===== src/rtl/gaddr_pkg.sv =====
package gaddr_pkg;
  localparam int SEG_W_DEF  = 14;
  localparam int WORD_W_DEF = 18;
  localparam int NUM_X_DEF  = 8;
  localparam int NUM_BP_DEF = 4;

  typedef enum logic {
    KIND_DATA  = 1'b0,
    KIND_FETCH = 1'b1
  } ref_kind_e;

  // base pair roles, tag value order is architectural
  typedef enum logic [1:0] {
    BP_ARG   = 2'd0,
    BP_BASE  = 2'd1,
    BP_LINK  = 2'd2,
    BP_STACK = 2'd3
  } bp_role_e;
endpackage


===== src/rtl/gaddr_pc.sv =====
module gaddr_pc #(
  parameter int WORD_W = 18
) (
  input  logic              clk_i,
  input  logic              rst_ni,
  input  logic              load_i,
  input  logic [WORD_W-1:0] load_val_i,
  input  logic              step_i,
  output logic [WORD_W-1:0] pc_o
);
  logic [WORD_W-1:0] pc_q;

  always_ff @(posedge clk_i or negedge rst_ni) begin
    if (!rst_ni)     pc_q <= '0;
    else if (load_i) pc_q <= load_val_i;
    else if (step_i) pc_q <= pc_q + WORD_W'(1);
  end

  assign pc_o = pc_q;
endmodule


===== src/rtl/gaddr_xregs.sv =====
module gaddr_xregs #(
  parameter int WORD_W = 18,
  parameter int NUM_X  = 8,
  localparam int XA_W  = $clog2(NUM_X),
  localparam int SEL_W = $clog2(NUM_X + 1)
) (
  input  logic              clk_i,
  input  logic              rst_ni,
  input  logic              we_i,
  input  logic [XA_W-1:0]   waddr_i,
  input  logic [WORD_W-1:0] wdata_i,
  input  logic [SEL_W-1:0]  sel_i,
  output logic [WORD_W-1:0] idx_val_o
);
  logic [WORD_W-1:0] x_q [NUM_X];

  for (genvar g = 0; g < NUM_X; g++) begin : g_x
    always_ff @(posedge clk_i or negedge rst_ni) begin
      if (!rst_ni)                           x_q[g] <= '0;
      else if (we_i && waddr_i == XA_W'(g))  x_q[g] <= wdata_i;
    end
  end

  // select 0 and anything past NUM_X contribute nothing
  always_comb begin
    idx_val_o = '0;
    for (int i = 0; i < NUM_X; i++)
      if (sel_i == SEL_W'(i + 1)) idx_val_o = x_q[i];
  end
endmodule


===== src/rtl/gaddr_bregs.sv =====
module gaddr_bregs #(
  parameter int SEG_W  = 14,
  parameter int WORD_W = 18,
  parameter int NUM_BP = 4,
  localparam int TAG_W = $clog2(NUM_BP)
) (
  input  logic                     clk_i,
  input  logic                     rst_ni,
  input  logic                     we_i,
  input  logic [TAG_W-1:0]         waddr_i,
  input  logic [SEG_W-1:0]         wseg_i,
  input  logic [WORD_W-1:0]        wword_i,
  input  logic [TAG_W-1:0]         tag_i,
  output logic [SEG_W-1:0]         seg_o,
  output logic [WORD_W-1:0]        word_o,
  output logic [NUM_BP*SEG_W-1:0]  seg_flat_o
);
  logic [SEG_W-1:0]  seg_q  [NUM_BP];
  logic [WORD_W-1:0] word_q [NUM_BP];

  for (genvar g = 0; g < NUM_BP; g++) begin : g_bp
    always_ff @(posedge clk_i or negedge rst_ni) begin
      if (!rst_ni) begin
        seg_q[g]  <= '0;
        word_q[g] <= '0;
      end else if (we_i && waddr_i == TAG_W'(g)) begin
        seg_q[g]  <= wseg_i;
        word_q[g] <= wword_i;
      end
    end
    assign seg_flat_o[g*SEG_W +: SEG_W] = seg_q[g];
  end

  assign seg_o  = seg_q[tag_i];
  assign word_o = word_q[tag_i];
endmodule


===== src/rtl/gaddr_calc.sv =====
module gaddr_calc #(
  parameter int SEG_W  = 14,
  parameter int WORD_W = 18
) (
  input  logic              fetch_i,
  input  logic              ext_i,
  input  logic [SEG_W-1:0]  pseg_i,
  input  logic [WORD_W-1:0] pc_i,
  input  logic [WORD_W-1:0] offs_i,
  input  logic [WORD_W-1:0] idx_val_i,
  input  logic [SEG_W-1:0]  bp_seg_i,
  input  logic [WORD_W-1:0] bp_word_i,
  output logic [SEG_W-1:0]  seg_o,
  output logic [WORD_W-1:0] word_o,
  output logic              carry_o
);
  logic [WORD_W-1:0] ea;
  logic [WORD_W:0]   based;

  assign ea    = offs_i + idx_val_i;  // wraps, no flag
  assign based = {1'b0, bp_word_i} + {1'b0, ea};

  always_comb begin
    if (fetch_i) begin
      seg_o   = pseg_i;
      word_o  = pc_i;
      carry_o = 1'b0;
    end else if (ext_i) begin
      seg_o   = bp_seg_i;
      word_o  = based[WORD_W-1:0];
      carry_o = based[WORD_W];
    end else begin
      seg_o   = pseg_i;
      word_o  = ea;
      carry_o = 1'b0;
    end
  end
endmodule


===== src/rtl/gaddr_former.sv =====
module gaddr_former
  import gaddr_pkg::*;
#(
  parameter int SEG_W  = SEG_W_DEF,
  parameter int WORD_W = WORD_W_DEF,
  parameter int NUM_X  = NUM_X_DEF,
  parameter int NUM_BP = NUM_BP_DEF,
  localparam int XA_W  = $clog2(NUM_X),
  localparam int SEL_W = $clog2(NUM_X + 1),
  localparam int TAG_W = $clog2(NUM_BP)
) (
  input  logic              clk_i,
  input  logic              rst_ni,
  input  logic              pseg_we_i,
  input  logic [SEG_W-1:0]  pseg_wdata_i,
  input  logic              pc_load_i,
  input  logic [WORD_W-1:0] pc_load_val_i,
  input  logic              pc_step_i,
  input  logic              xr_we_i,
  input  logic [XA_W-1:0]   xr_waddr_i,
  input  logic [WORD_W-1:0] xr_wdata_i,
  input  logic              bp_we_i,
  input  logic [TAG_W-1:0]  bp_waddr_i,
  input  logic [SEG_W-1:0]  bp_wseg_i,
  input  logic [WORD_W-1:0] bp_wword_i,
  input  logic              req_valid_i,
  input  logic              req_fetch_i,
  input  logic              req_ext_i,
  input  logic [TAG_W-1:0]  req_tag_i,
  input  logic [WORD_W-1:0] req_offs_i,
  input  logic [SEL_W-1:0]  req_idx_i,
  output logic              addr_valid_o,
  output logic              addr_kind_o,
  output logic [SEG_W-1:0]  addr_seg_o,
  output logic [WORD_W-1:0] addr_word_o,
  output logic              range_err_o
);
  logic [SEG_W-1:0]        pseg_q;
  logic [WORD_W-1:0]       pc_q;
  logic [WORD_W-1:0]       idx_val;
  logic [SEG_W-1:0]        bp_seg;
  logic [WORD_W-1:0]       bp_word;
  logic [NUM_BP*SEG_W-1:0] bp_seg_flat;
  logic [SEG_W-1:0]        nxt_seg;
  logic [WORD_W-1:0]       nxt_word;
  logic                    nxt_carry;
  ref_kind_e               nxt_kind;

  always_ff @(posedge clk_i or negedge rst_ni) begin
    if (!rst_ni)        pseg_q <= '0;
    else if (pseg_we_i) pseg_q <= pseg_wdata_i;
  end

  gaddr_pc #(.WORD_W(WORD_W)) u_pc (
    .clk_i, .rst_ni,
    .load_i(pc_load_i), .load_val_i(pc_load_val_i), .step_i(pc_step_i),
    .pc_o(pc_q)
  );

  gaddr_xregs #(.WORD_W(WORD_W), .NUM_X(NUM_X)) u_xregs (
    .clk_i, .rst_ni,
    .we_i(xr_we_i), .waddr_i(xr_waddr_i), .wdata_i(xr_wdata_i),
    .sel_i(req_idx_i), .idx_val_o(idx_val)
  );

  gaddr_bregs #(.SEG_W(SEG_W), .WORD_W(WORD_W), .NUM_BP(NUM_BP)) u_bregs (
    .clk_i, .rst_ni,
    .we_i(bp_we_i), .waddr_i(bp_waddr_i), .wseg_i(bp_wseg_i), .wword_i(bp_wword_i),
    .tag_i(req_tag_i), .seg_o(bp_seg), .word_o(bp_word), .seg_flat_o(bp_seg_flat)
  );

  gaddr_calc #(.SEG_W(SEG_W), .WORD_W(WORD_W)) u_calc (
    .fetch_i(req_fetch_i), .ext_i(req_ext_i),
    .pseg_i(pseg_q), .pc_i(pc_q), .offs_i(req_offs_i), .idx_val_i(idx_val),
    .bp_seg_i(bp_seg), .bp_word_i(bp_word),
    .seg_o(nxt_seg), .word_o(nxt_word), .carry_o(nxt_carry)
  );

  assign nxt_kind = req_fetch_i ? KIND_FETCH : KIND_DATA;

  always_ff @(posedge clk_i or negedge rst_ni) begin
    if (!rst_ni) begin
      addr_valid_o <= 1'b0;
      addr_kind_o  <= 1'b0;
      addr_seg_o   <= '0;
      addr_word_o  <= '0;
      range_err_o  <= 1'b0;
    end else begin
      addr_valid_o <= req_valid_i;
      if (req_valid_i) begin
        addr_kind_o <= nxt_kind;
        addr_seg_o  <= nxt_seg;
        addr_word_o <= nxt_word;
        range_err_o <= nxt_carry;
      end
    end
  end
endmodule


===== config.mk =====
export PLATFORM = sky130hd
export DESIGN_NAME = gaddr_former
export DESIGN_NICKNAME = d
export VERILOG_FILES = /design/src/rtl/gaddr_pkg.sv /design/src/rtl/gaddr_pc.sv /design/src/rtl/gaddr_xregs.sv /design/src/rtl/gaddr_bregs.sv /design/src/rtl/gaddr_calc.sv /design/src/rtl/gaddr_former.sv
export SDC_FILE = /design/constraint.sdc
export NUM_CORES = 1
export LEC_CHECK = 0
export ABC_AREA = 1
export BUFFER_PORTS_ARGS = -buffer_cell sky130_fd_sc_hd__buf_2
export CORE_MARGIN = 2
export CORE_UTILIZATION = 40
export CTS_BUF_LIST = sky130_fd_sc_hd__clkbuf_16
export DETAILED_ROUTE_END_ITERATION = 10
export PLACE_DENSITY_LB_ADDON = 0.2
export SLEW_MARGIN = 20
export SYNTH_ARGS = -nofsm -noshare
export SYNTH_HDL_FRONTEND = slang
export SYNTH_SLANG_ARGS = --single-unit

===== constraint.sdc =====
create_clock -name clk_i -period 3.65 [get_ports clk_i]
set_input_delay 0.1825 -clock clk_i [delete_from_list [all_inputs] [get_ports clk_i]]
set_output_delay 0.1825 -clock clk_i [all_outputs]
set_load 0.1 [all_outputs]

==> results of run 1 <==
-- kinds of logic after synthesis --
group	Yosys count	synth area share [%]
AO/OA/AOI/OAI	530	16.98
AND/OR/NAND/NOR	859	21.24
XOR/XNOR	27	1.413
multiplexers	14	0.9418
flip-flops	339	50.68
buffers and inverters	257	5.815
adder cells (fa/ha/maj)	38	2.930
-- worst min path at each step --
stage,from,to,slack (ps),cells past startpoint
after global placement,rst_ni,u_bregs.seg_flat_o[32]$_DFFE_PN0P_,300,1
after global routing,xr_wdata_i[17],u_xregs.x_q[17]$_DFFE_PN0P_,60,3
after detailed placement,rst_ni,u_bregs.seg_flat_o[32]$_DFFE_PN0P_,310,1
final,xr_wdata_i[13],u_xregs.x_q[13]$_DFFE_PN0P_,10,3
after CTS,xr_wdata_i[13],u_xregs.x_q[13]$_DFFE_PN0P_,5,3
after floorplan,rst_ni,addr_kind_o$_DFFE_PN0P_,-110,0
-- layout make-up --
cell class              instances  share of cell area [%]
multi-input cells            1468                   36.62
inverters                     158                   2.672
flip-flops and latches        339                   38.22
repair buffers                429                   13.96
clock inverters                30                   1.015
clock buffers                  40                   4.509
diodes                          1                 0.01127
well taps                     532                   2.999
-- metrics by stage --
stage | setup TNS [ps] | total power, mW | instances
finish | -889.8 | 12.51 | 2997
detailed placement | -7051 | 8.075 | 2817
CTS | -1266 | 12.22 | 2983
global placement | -5832 | 8.016 | 2817
global route | -4222 | 13.21 | 2996
floorplan | 0 | 6.822 | 2064
-- placed cells by master, fill, tap and decap left out, types with 4 or more instances in the layout --
cell           count
o21ai_1           14
xor2_1            17
ha_4              16
dlygate4sd3_1     83
nand2_2           26
o211ai_1          13
inv_1            148
nand4_1           14
xor2_2             4
nand3_1          147
nor2_1            99
o221ai_1          12
mux2_2            14
o21ai_0          330
nand2_4            6
dfrtp_1          339
a31oi_1            4
nor3_1             6
a211oi_1           4
inv_2             17
clkbuf_16         40
a21oi_2           25
buf_4            185
buf_2            154
o22ai_1           18
nand2_1          513
a21oi_1           68
nor2_4             7
ha_1              18
nor2_2             9
clkinv_2           7
o21ai_2           10
a221oi_2           5
o21bai_1           4
clkinv_1          10
a21oi_4            6
nand3_2           15
-- critical path, cell delays in order, from the launching register on --
cell and delay [ps]:
dfrtp_1 390, nand3_1 80, nand3_1 80, o21ai_2 80
nand4_1 140, a211oi_2 160, a21oi_1 90, ha_1 340
buf_6 150, nand3b_1 90, nand2_2 100, a31o_4 260
inv_2 50, nor2_2 30, o21bai_1 220, nand2_1 150
ha_4 330, nand2_4 70, buf_6 120, nor2_4 70
inv_2 50, nor3_2 150, nand2_1 130, buf_4 170
nand3_1 70, nand2_1 70, nand3_2 70, nand2_1 50
-- power breakdown --
group | switching, mW | internal (mW)
registers | 0.364 | 4.40
clock network | 1.57 | 2.20
logic | 2.35 | 1.62
-- registers in the layout, indices dropped and copies added (netlist names) --
name / flops
u_bregs.word_q: 72
range_err_o: 1
u_xregs.x_q: 144
u_bregs.seg_flat_o: 56
addr_seg_o: 14
addr_valid_o: 1
addr_word_o: 18
pseg_q: 14
u_pc.pc_o: 18
addr_kind_o: 1
-- layer usage --
layer | track usage [%] | up-vias | share of wire, %
met5 | 0 | - | 0
met4 | 6.749 | 0 | 2.7
met3 | 2.823 | 71 | 4.6
met2 | 38.08 | 419 | 47
met1 | 31.75 | 7394 | 46
li1 | - | 7656 | -
-- synthesized netlist by cell type (all sizes together) --
cell type and instances:
a211o 1, nand2 545, a21o 2, ha 36, a211oi 6, clkinv 1, nor4 2, nand3 163
inv 157, nand4 14, a221oi 6, buf 12, nor2 115, dfrtp 339, fa 2, o22ai 18
and3 1, o221ai 12, o21ai 355, a21boi 1, a31oi 4, mux2 14, a21oi 99, o31ai 3
xnor2 5, nor3 12, clkbuf 87, a22oi 3, o311ai 1, xor2 22, o211ai 13, or2 4
a31o 1, o21bai 5, nand3b 3
-- timing repair --
item                                   CTS  global route
gates resized for setup                 72            92
endpoints found under the hold margin  282             0
cloned                                   0             0
buffers inserted                        13            13
hold buffers                            83             0
pin swaps                               48            69
setup endpoints to repair               14            14
==> results, run 1 <==
- The number of CTS-inserted buffers is 39.
- The number of nets in the layout is 2594.
- In this run the register-to-register setup slack is -230 ps.
- Summing all flip-flop and latch instances after layout gives 0.008483 mm².
- The number of remaining DRC errors is 0.
- The maximum count of clock buffers along a single path is 3.
- The required time at the endpoint of the critical path is 4080 ps.
- The pre-antenna-repair detailed-routing pass consisted of 7 iterations.
- The pin count of the biggest net entering global routing is 114.
- The via count of the first global-routing pass is 15265.
- IR analysis of the VDD net gives a maximum drop of 351.1 µV.
- In this run the count of I/O pins placed on the die edge is 156.
- The total of flip-flops plus latches after synthesis is 339.
- STA classifies the critical path startpoint as a register.
- The maximum fanout encountered on the critical timing path is 4.
- The worst setup path startpoint is u_xregs.x_q[110]$_DFFE_PN0P_.
- After the first detailed-routing iteration, the DRC count stood at 1268.
- The gate count of the mapped netlist is 2064.
- The flow ran to the end, but the final reports show violations.
- The worst slew slack as a fraction of its limit is 28.99%.
- The first-pass GRT wire length is 81180 µm.
- The Yosys warning count is 0.
- The count of port buffers added during placement is 155.
- STA classifies the critical path endpoint as a register.
- The remaining global-route overflow is 0.
- The timing endpoint of the critical path is addr_word_o[14]$_DFFE_PN0P_.
- The critical path class is register to register.
- Hold timing on the final database bottoms out at a slack of 14.61 ps.
- Cells fill 54.00% of the core in the end.
- The initial antenna violation count is 1.
- The overall track demand over capacity in global routing is 22.99%.
- The post-synthesis to final-layout area growth is 32.61%.
- Counting the fill cells in the layout gives 3813.
- The final routed wirelength across all metal layers is 49650 µm.
- From bottom edge to top edge, the die measures 208.6 µm.
- The area share of the largest cell type after synthesis is 50.68%.
- Setup repair after global routing could not meet its margin everywhere.
- Averaged over all synthesized cells, the footprint is 8.110 µm².
- The number of setup violations in the final report is 11.
- The post-synthesis net count is 2223.
- The data arrival at the endpoint of the critical path is 4300 ps.
- In the post-synthesis netlist, the biggest area contributors are dfrtp_1 (51%), nand2_1 (12%), o21ai_0 (10%).
- The share of layout cells above drive strength 1 is 23.66%.
- The worst hold-check path type is input port to register.
- The worst reg2reg path depth is 27.
- The synthesized netlist occupies a cell area of 0.01674 mm².
- The count of standard-cell rows is 74.
- The insertion delay of the later-clocked pin in the worst-skew pair is 560 ps.
- The area of the core is 0.04111 mm².
- Summed over all nets, the half-perimeter wirelength after detailed placement is 33510 µm.
- The average wire per standard cell is 16.57 µm.
- The origin of the critical flop-to-flop path is u_xregs.x_q[110]$_DFFE_PN0P_.
- The total clock sinks is 339.
- The starting density of the core is 40.72%.
- The clock arrives with 19.16 ps of skew.
- The die covers 0.04350 mm².
- The total count of hold-check failures in the final report is 0.
- In this run the remaining antenna-violating nets after routing total 0.
- The final RePlAce weighted congestion is 0.8525.
- Clock-pin slew was measured on the worst setup and hold paths at 60 ps.
- Prior to clock tree synthesis, the placed netlist has a worst setup slack of -865.6 ps.
- For this design the static power due to leakage is 10.75 nW.
- The root buffer cell is clkbuf_16.
- The final-report max-slew violation count was 0.
- The TritonCTS clock tree is done.
- The H-tree was split into 2 levels.
- The multi-input logic area is 0.008128 mm².
- In this run the critical register-to-register path is captured at addr_word_o[14]$_DFFE_PN0P_.
- The highest achievable clock rate is 0.2580 GHz.
- The transition time of the tightest slew-check pin is 1061 ps.
- The cell area after layout is 0.02220 mm².
- The total placed instance area is 0.01919 mm².
- The detailed router placed 15540 vias in this run.
- Dividing the final minimum period by the clock period gives 106.2%.
- The via density per instance is 5.185.
- Max-cap violations in this run came to 0.
- The power density normalized to cell area is 563.6 mW/mm².
- The number of library cell types mapped by synthesis is 44.
- dfrtp_1 takes more of the synthesized area than any other cell.
- Sequential cells were found to cover 50.68% of the synthesized design area.
- The minimum period implied by the final worst setup slack is 3876 ps.
- After layout, the worst setup slack is -225.7 ps.
- The horizontal extent of the die is 208.6 µm.
- The checks that failed: negative setup slack.
Note: power is estimated with default switching activity, not from simulation.
==> run 2: changes to the inputs <==
--- a/config.mk
+++ b/config.mk
@@ -7,6 +7,7 @@
 export LEC_CHECK = 0
 export ABC_AREA = 1
 export BUFFER_PORTS_ARGS = -buffer_cell sky130_fd_sc_hd__buf_2
+export CORE_ASPECT_RATIO = 0.9
 export CORE_MARGIN = 2
 export CORE_UTILIZATION = 40
 export CTS_BUF_LIST = sky130_fd_sc_hd__clkbuf_16
==> results, run 2 (same netlist as run 1, synthesis figures left out) <==
- The uppermost metal layer occupied by signal nets is met4.
- The startpoint type of the worst setup path is a register.
- The switching component of the power is 4.305 mW (+0.36%).
- The pin count of the biggest net entering global routing is 125 (+9.6%).
- The flip-flop count of the largest register, all copies and words added is 144 (unchanged).
- In the layout the commonest cells are nand2_1 (509), dfrtp_1 (339), o21ai_0 (325).
- The library cell used most frequently in the layout, excluding fill and tap cells, is nand2_1.
- The portion of total power attributed to the clock network is 28.6% (-1.6 points).
- The run finished, with violations left.
- The horizontal extent of the die is 219.6 µm (+5.3%).
- The maximum level of the CTS H-tree was 2 (unchanged).
- The maximum fanout encountered on the critical timing path is 4 (unchanged).
- The filler cell count in the final layout is 3909 (+2.5%).
- The routed length on met3 is 3004 µm (+30%).
- The worst setup path is captured at a register.
- The overall track demand over capacity in global routing is 23.55% (+0.56 points).
- The count of buffering cells on the critical path with inverters included came to 4 (-1).
- The register share of total power is 38.8% (+0.8 points).
- The delay of the slowest cell on the worst path is 380 ps (about the same).
- The pre-CTS setup slack is -609.0 ps (+256.6 ps).
- The minimum period implied by the final worst setup slack is 3730 ps (-145.5 ps).
- The critical path class is register to register.
- The post-route met1 wirelength is 23760 µm (+4.0%).
- The net switching fraction of the power was 35.08% (+0.80 points).
- The cell family contributing the most delay on the critical path is simple AND/OR/NAND/NOR gates.
- The proportion of power drawn by combinational gates is 32.6% (+0.8 points).
- The root buffer cell is clkbuf_16.
- The register cell area after layout is 0.008483 mm² (unchanged).
- The number of remaining DRC errors is 0 (unchanged).
- The total clock sinks is 339 (unchanged).
- The antenna diode count is 0 (-1).
- The number of placed instances with taps included came to 2834 (+0.60%).
- The area of the core is 0.04157 mm² (+1.1%).
- The clock-pin slew reported for the worst setup and hold paths after clock tree synthesis came to 60 ps (about the same).
- Ranked by flip-flop count, first place goes to u_xregs.x_q.
- The maximum count of clock buffers along a single path came to 3 (unchanged).
- The data arrival at the endpoint of the critical path is 4170 ps (-130 ps).
- The final-report max-slew violation count is 0 (unchanged).
- The via density per instance came to 5.152 (-0.64%).
- The initial antenna violation count is 0 (-1).
- The iteration-0 DRC count of the detailed router came to 1145 (-9.7%).
- The worst slew slack as a fraction of its limit is 48.02% (+19 points).
- The required time at the endpoint of the critical path came to 4090 ps (about the same).
- The leakage dissipation came to 10.69 nW (-0.50%).
- The number of ports placed on the die boundary came to 156 (unchanged).
- The highest ir drop seen on vdd is 373.4 µV (+6.3%).
- The transition time of the tightest slew-check pin was 779.7 ps (-281.5 ps).
- The first-pass GRT wire length is 80590 µm (-0.73%).
- The final routed wirelength across all metal layers was 51020 µm (+2.8%).
- The count of standard-cell rows is 71 (-4.1%).
- The via count of the first global-routing pass came to 14944 (-2.1%).
- The count of antenna-violating nets left after detailed routing is 0 (unchanged).
- The worst clock skew was 21.85 ps (+2.683 ps).
- The internal power summed over all cells is 7.964 mW (-3.1%).
- The number of maximum-capacitance constraint violations is 0 (unchanged).
- The routed length on met2 is 22820 µm (-1.5%).
- The y dimension of the die is 198.1 µm (-5.0%).
- The period utilization is 102.2% (-4.0 points).
- The highest achievable clock rate is 0.2681 GHz (+3.9%).
- The final cell count without fillers is 3018 (+0.70%).
- The share of layout cells above drive strength 1 is 23.63% (-0.027 points).
- The die footprint is 0.04350 mm² (about the same).
- The post-synthesis to final-layout area growth is 32.40%.
- The power density normalized to cell area is 553.6 mW/mm² (-1.8%).
- The TritonCTS clock tree is done.
- The overall via count from detail_route is 15549 (+0.058%).
- The count of port buffers added during placement is 155 (unchanged).
- The number of CTS-inserted buffers is 38 (-2.6%).
- The number of setup violations in the final report is 6 (-5).
- The setup slack after layout was -80.16 ps (+145.5 ps).
- The starting density of the core is 40.26% (-0.46 points).
- The slowest stage of the critical path belongs to the cell dfrtp_1.
- The remaining global-route overflow was 0 (unchanged).
- The average wire per standard cell is 16.90 µm (+2.0%).
- The insertion delay of the later-clocked pin in the worst-skew pair is 570 ps (about the same).
- The final RePlAce weighted congestion came to 0.8890 (+4.3%).
- The total count of hold-check failures in the final report is 0 (unchanged).
- The detailed placement HPWL is 34320 µm (+2.4%).
- The number of nets in the layout is 2603 (+0.35%).
- The multi-input logic area is 0.008045 mm² (-1.0%).
- The total placed instance area came to 0.01926 mm² (+0.37%).
- The tightest min-delay check is of the input port to register type.
- The checks that failed: negative setup slack.
- The length of the first detailed-routing pass in iterations is 5 (-2).
- Setup repair after global routing could not meet its margin everywhere.
- The total power consumption of the routed design came to 12.27 mW (-1.9%).
- The cell area after layout is 0.02216 mm² (-0.16%).
## run 2: repair_timing
action,CTS,global route
hold buffers,82,0
pin swaps,41,91
setup buffers,22,13
endpoints found under the setup margin,14,14
hold endpoints to repair,292,0
resized for setup,63,100
## run 2: metal layers
layer  track usage (%)  vias to the layer above
met3             4.393                       73
met1             33.24                     7395
met2             36.72                      414
met4             7.407                        0
met5                 0                        -
li1                  -                     7667
## run 2: worst reg2reg max path: cells and delay by family (launching register included)
family | cells | cell delay (ps)
xor gates and xnor gates | 2 | 340
and+or+nand+nor | 11 | 1060
adders and majority gates | 2 | 520
DFF | 1 | 380
AOI/OAI and AO/OA | 6 | 920
buffers and inverters | 4 | 360
## run 2: final cells by class
class                   instances  share of cell area [%]
inverters                     158                   2.676
clock buffers                  39                   4.404
well taps                     547                   3.088
flip-flops and latches        339                   38.28
clock inverters                28                  0.6775
multi-input cells            1468                   36.30
repair buffers                439                   14.57
## run 2: final timing paths
check                                        startpoint                          end  slack, ps  cells past startpoint
max in group asynchronous                        rst_ni  u_xregs.x_q[75]$_DFFE_PN0P_       2470                      4
max                        u_xregs.x_q[109]$_DFFE_PN0P_  addr_word_o[10]$_DFFE_PN0P_        -80                     25
max reg2reg                u_xregs.x_q[109]$_DFFE_PN0P_  addr_word_o[10]$_DFFE_PN0P_        -80                     25
min                                      xr_wdata_i[13]  u_xregs.x_q[13]$_DFFE_PN0P_         30                      3
min reg2reg                 u_xregs.x_q[21]$_DFFE_PN0P_  u_xregs.x_q[21]$_DFFE_PN0P_        480                      2
min in group asynchronous                        rst_ni        pseg_q[7]$_DFFE_PN0P_         80                      2
## run 2: power by group through the flow
stage	clock (mW)	sequential [mW]	combinational, mW
detailed placement	0	4.81	3.31
global route	3.74	4.84	4.38
CTS	3.59	4.75	3.66
global placement	0	4.79	3.27
finish	3.51	4.76	4.00
floorplan	0	5.22	1.60
## run 2: per-stage QoR
stage,setup TNS (ps),hold WS (ps),util (%)
floorplan,0,-113.1,-
detailed placement,-7316,337.8,46.33
global route,-3878,51.00,53.30
global placement,-5869,330.6,46.33
finish,-156.6,31.89,53.30
CTS,-220.0,0.4063,52.14
==> run 3: changes to the inputs <==
--- a/config.mk
+++ b/config.mk
@@ -13,6 +13,7 @@
 export CTS_BUF_LIST = sky130_fd_sc_hd__clkbuf_16
 export DETAILED_ROUTE_END_ITERATION = 10
 export PLACE_DENSITY_LB_ADDON = 0.2
+export RECOVER_POWER = 25
 export SLEW_MARGIN = 20
 export SYNTH_ARGS = -nofsm -noshare
 export SYNTH_HDL_FRONTEND = slang
==> results, run 3 (same netlist as run 1, synthesis figures left out) <==
- In the layout the commonest cells are nand2_1 (509), dfrtp_1 (339), o21ai_0 (325).
- The total count of hold-check failures in the final report was 0 (unchanged).
- The cell area after layout was 0.02212 mm² (-0.19%).
- The flow ran to the end, but the final reports show violations.
- The maximum level of the CTS H-tree is 2 (unchanged).
- The filler cell count in the final layout is 3923 (+0.36%).
- The final-report max-slew violation count came to 304 (+304).
- The worst hold-check path type is input port to register.
- The number of setup violations in the final report was 6 (unchanged).
- The worst setup path startpoint is u_xregs.x_q[109]$_DFFE_PN0P_.
- The remaining global-route overflow came to 0 (unchanged).
- The maximum count of clock buffers along a single path is 3 (unchanged).
- The root buffer cell is clkbuf_16.
- The count of antenna-violating nets left after detailed routing is 0 (unchanged).
- The y dimension of the die is 198.1 µm (unchanged).
- The required time at the endpoint of the critical path is 4090 ps (about the same).
- The setup path with the least slack is of type register to register.
- The flip-flop count of the largest register, all copies and words added is 144 (unchanged).
- The number of nets in the layout is 2603 (unchanged).
- The overall via count from detail_route came to 15548 (-0.0064%).
- The final routed wirelength across all metal layers is 51010 µm (about the same).
- The horizontal extent of the die is 219.6 µm (unchanged).
- The leakage dissipation came to 10.65 nW (-0.36%).
- The final RePlAce weighted congestion is 0.8890 (unchanged).
- The proportion of power drawn by combinational gates came to 32.6% (about the same).
- The total clock sinks was 339 (unchanged).
- The portion of total power attributed to the clock network is 28.6% (about the same).
- The startpoint type of the worst setup path is a register.
- The clock-pin slew reported for the worst setup and hold paths after clock tree synthesis was 60 ps (about the same).
- The register cell area after layout is 0.008483 mm² (unchanged).
- The multi-input logic area is 0.008045 mm² (unchanged).
- The count of standard-cell rows is 71 (unchanged).
- Ranked by flip-flop count, first place goes to u_xregs.x_q.
- The via count of the first global-routing pass is 14944 (unchanged).
- The worst slew slack as a fraction of its limit is -83.21% (-130 points).
- The most frequent standard cell in the layout excluding fill and tap cells is nand2_1.
- The register share of total power is 38.8% (about the same).
- The worst clock skew is 21.29 ps (-0.5543 ps).
- The via density per instance is 5.152 (about the same).
- The minimum period implied by the final worst setup slack is 3729 ps (-0.9423 ps).
- The setup TNS was -167.8 ps (-11.11 ps).
- The transition time of the tightest slew-check pin is 2748 ps (+1968 ps).
- The detailed placement HPWL was 34320 µm (unchanged).
- The worst hold path begins at xr_wdata_i[13].
- The share of layout cells above drive strength 1 is 23.19% (-0.45 points).
- The count of port buffers added during placement was 155 (unchanged).
- The final reports fail on max-capacitance violations, max-slew violations, negative setup slack.
- The internal power summed over all cells came to 7.964 mW (about the same).
- The total placed instance area is 0.01926 mm² (unchanged).
- The die footprint is 0.04350 mm² (unchanged).
- The post-synthesis to final-layout area growth is 32.15%.
- The power density normalized to cell area is 554.6 mW/mm² (+0.18%).
- The number of remaining DRC errors is 0 (unchanged).
- The initial antenna violation count was 0 (unchanged).
- The maximum fanout encountered on the critical timing path came to 4 (unchanged).
- The net switching fraction of the power was 35.08% (about the same).
- STA classifies the critical path endpoint as a register.
- The area of the core is 0.04157 mm² (unchanged).
- The data arrival at the endpoint of the critical path is 4170 ps (about the same).
- The average wire per standard cell was 16.90 µm (about the same).
- The switching component of the power came to 4.304 mW (about the same).
- The setup slack after layout is -79.22 ps (+0.9423 ps).
- The highest ir drop seen on vdd is 373.4 µV (unchanged).
- The core occupancy in the finished layout is 53.21% (-0.099 points).
- The length of the first detailed-routing pass in iterations was 6 (+1).
- The first-pass GRT wire length is 80590 µm (unchanged).
- The TritonCTS clock tree is done.
- The iteration-0 DRC count of the detailed router was 1154 (+0.79%).
- Setup repair after global routing could not meet its margin everywhere.
- The total power consumption of the routed design is 12.27 mW (about the same).
- The number of CTS-inserted buffers is 38 (unchanged).
- The period utilization is 102.2% (about the same).
- In this run the critical register-to-register path is launched from u_xregs.x_q[109]$_DFFE_PN0P_.
- The antenna diode count is 0 (unchanged).
- The overall track demand over capacity in global routing is 23.55% (unchanged).
- The number of maximum-capacitance constraint violations is 6 (+6).
- The number of ports placed on the die boundary is 156 (unchanged).
- The highest achievable clock rate is 0.2682 GHz (about the same).
- The starting density of the core is 40.26% (unchanged).
- The insertion delay of the later-clocked pin in the worst-skew pair came to 570 ps (about the same).
- The pin count of the biggest net entering global routing is 125 (unchanged).
[run 3: changes by cell type in the layout (fill, tap and decap cells not counted)]
cell,previous run,this run
buf_2,154,151
clkbuf_1,0,11
buf_8,1,0
buf_4,192,185
[run 3: repair_timing]
item | in CTS | in global routing
hold endpoints to repair | 292 | 0
hold buffers | 82 | 0
pin swaps | 41 | 91
endpoints found under the setup margin | 14 | 14
gates resized for setup | 63 | 100
setup buffers | 22 | 13
[run 3: area by class of cell]
type / instances / area share (%)
Inverter: 158 / 2.681
Tap cell: 547 / 3.094
Sequential cell: 339 / 38.35
Multi-Input combinational cell: 1468 / 36.37
Clock buffer: 39 / 4.412
Timing Repair Buffer: 439 / 14.41
Clock inverter: 28 / 0.6788
[run 3: worst max-delay path, cell delays in order, from the launching register on]
cell and delay [ps]:
dfrtp_1 380, nand3_1 70, nand2_1 60, a221oi_2 240
nand2_1 120, a21oi_2 120, nand3_1 90, nand2_2 100
inv_2 50, ha_4 260, nand3_1 80, nand2_2 90
a21oi_2 60, o21bai_1 230, xnor2_1 200, inv_1 120
ha_4 260, inv_2 60, o21bai_1 60, nand3b_1 250
a21oi_2 210, buf_4 130, xor2_1 140, nand2_1 60
nand3_1 90, nand2_1 50
[run 3: power by group through the flow]
| stage | Sequential (mW) | Clock (mW) | Combinational, mW |
|---|---|---|---|
| after floorplan | 5.22 | 0 | 1.60 |
| after global placement | 4.79 | 0 | 3.27 |
| after detailed placement | 4.81 | 0 | 3.31 |
| after CTS | 4.75 | 3.59 | 3.66 |
| after global routing | 4.84 | 3.74 | 4.38 |
| final | 4.76 | 3.51 | 4.00 |
[run 3: metal layers]
metal  vias to the layer above  wire, µm  global-route usage [%]
met5                         -         0                       0
met4                         0      1417                   7.407
met3                        69      2887                   4.393
met2                       402     22890                   36.72
met1                      7409     23820                   33.24
li1                       7668         -                       -
[run 3: worst paths after layout]
path,to,slack [ps],depth (start not counted)
max,addr_word_o[10]$_DFFE_PN0P_,-80,25
min,u_xregs.x_q[13]$_DFFE_PN0P_,30,3
max reg2reg,addr_word_o[10]$_DFFE_PN0P_,-80,25
min reg2reg,u_xregs.x_q[21]$_DFFE_PN0P_,480,2
max in group asynchronous,u_bregs.seg_flat_o[22]$_DFFE_PN0P_,990,3
min in group asynchronous,pseg_q[7]$_DFFE_PN0P_,770,2
[run 3: per-stage QoR]
stage                     setup slack (ps)  std cells  hold slack [ps]
after CTS                           -102.9       3005           0.4063
after global placement              -495.2       2834            330.6
after detailed placement            -609.0       2834            337.8
after global routing                -415.4       3018            51.00
after floorplan                      5.682       2064           -113.1
final                               -79.22       3018            30.83
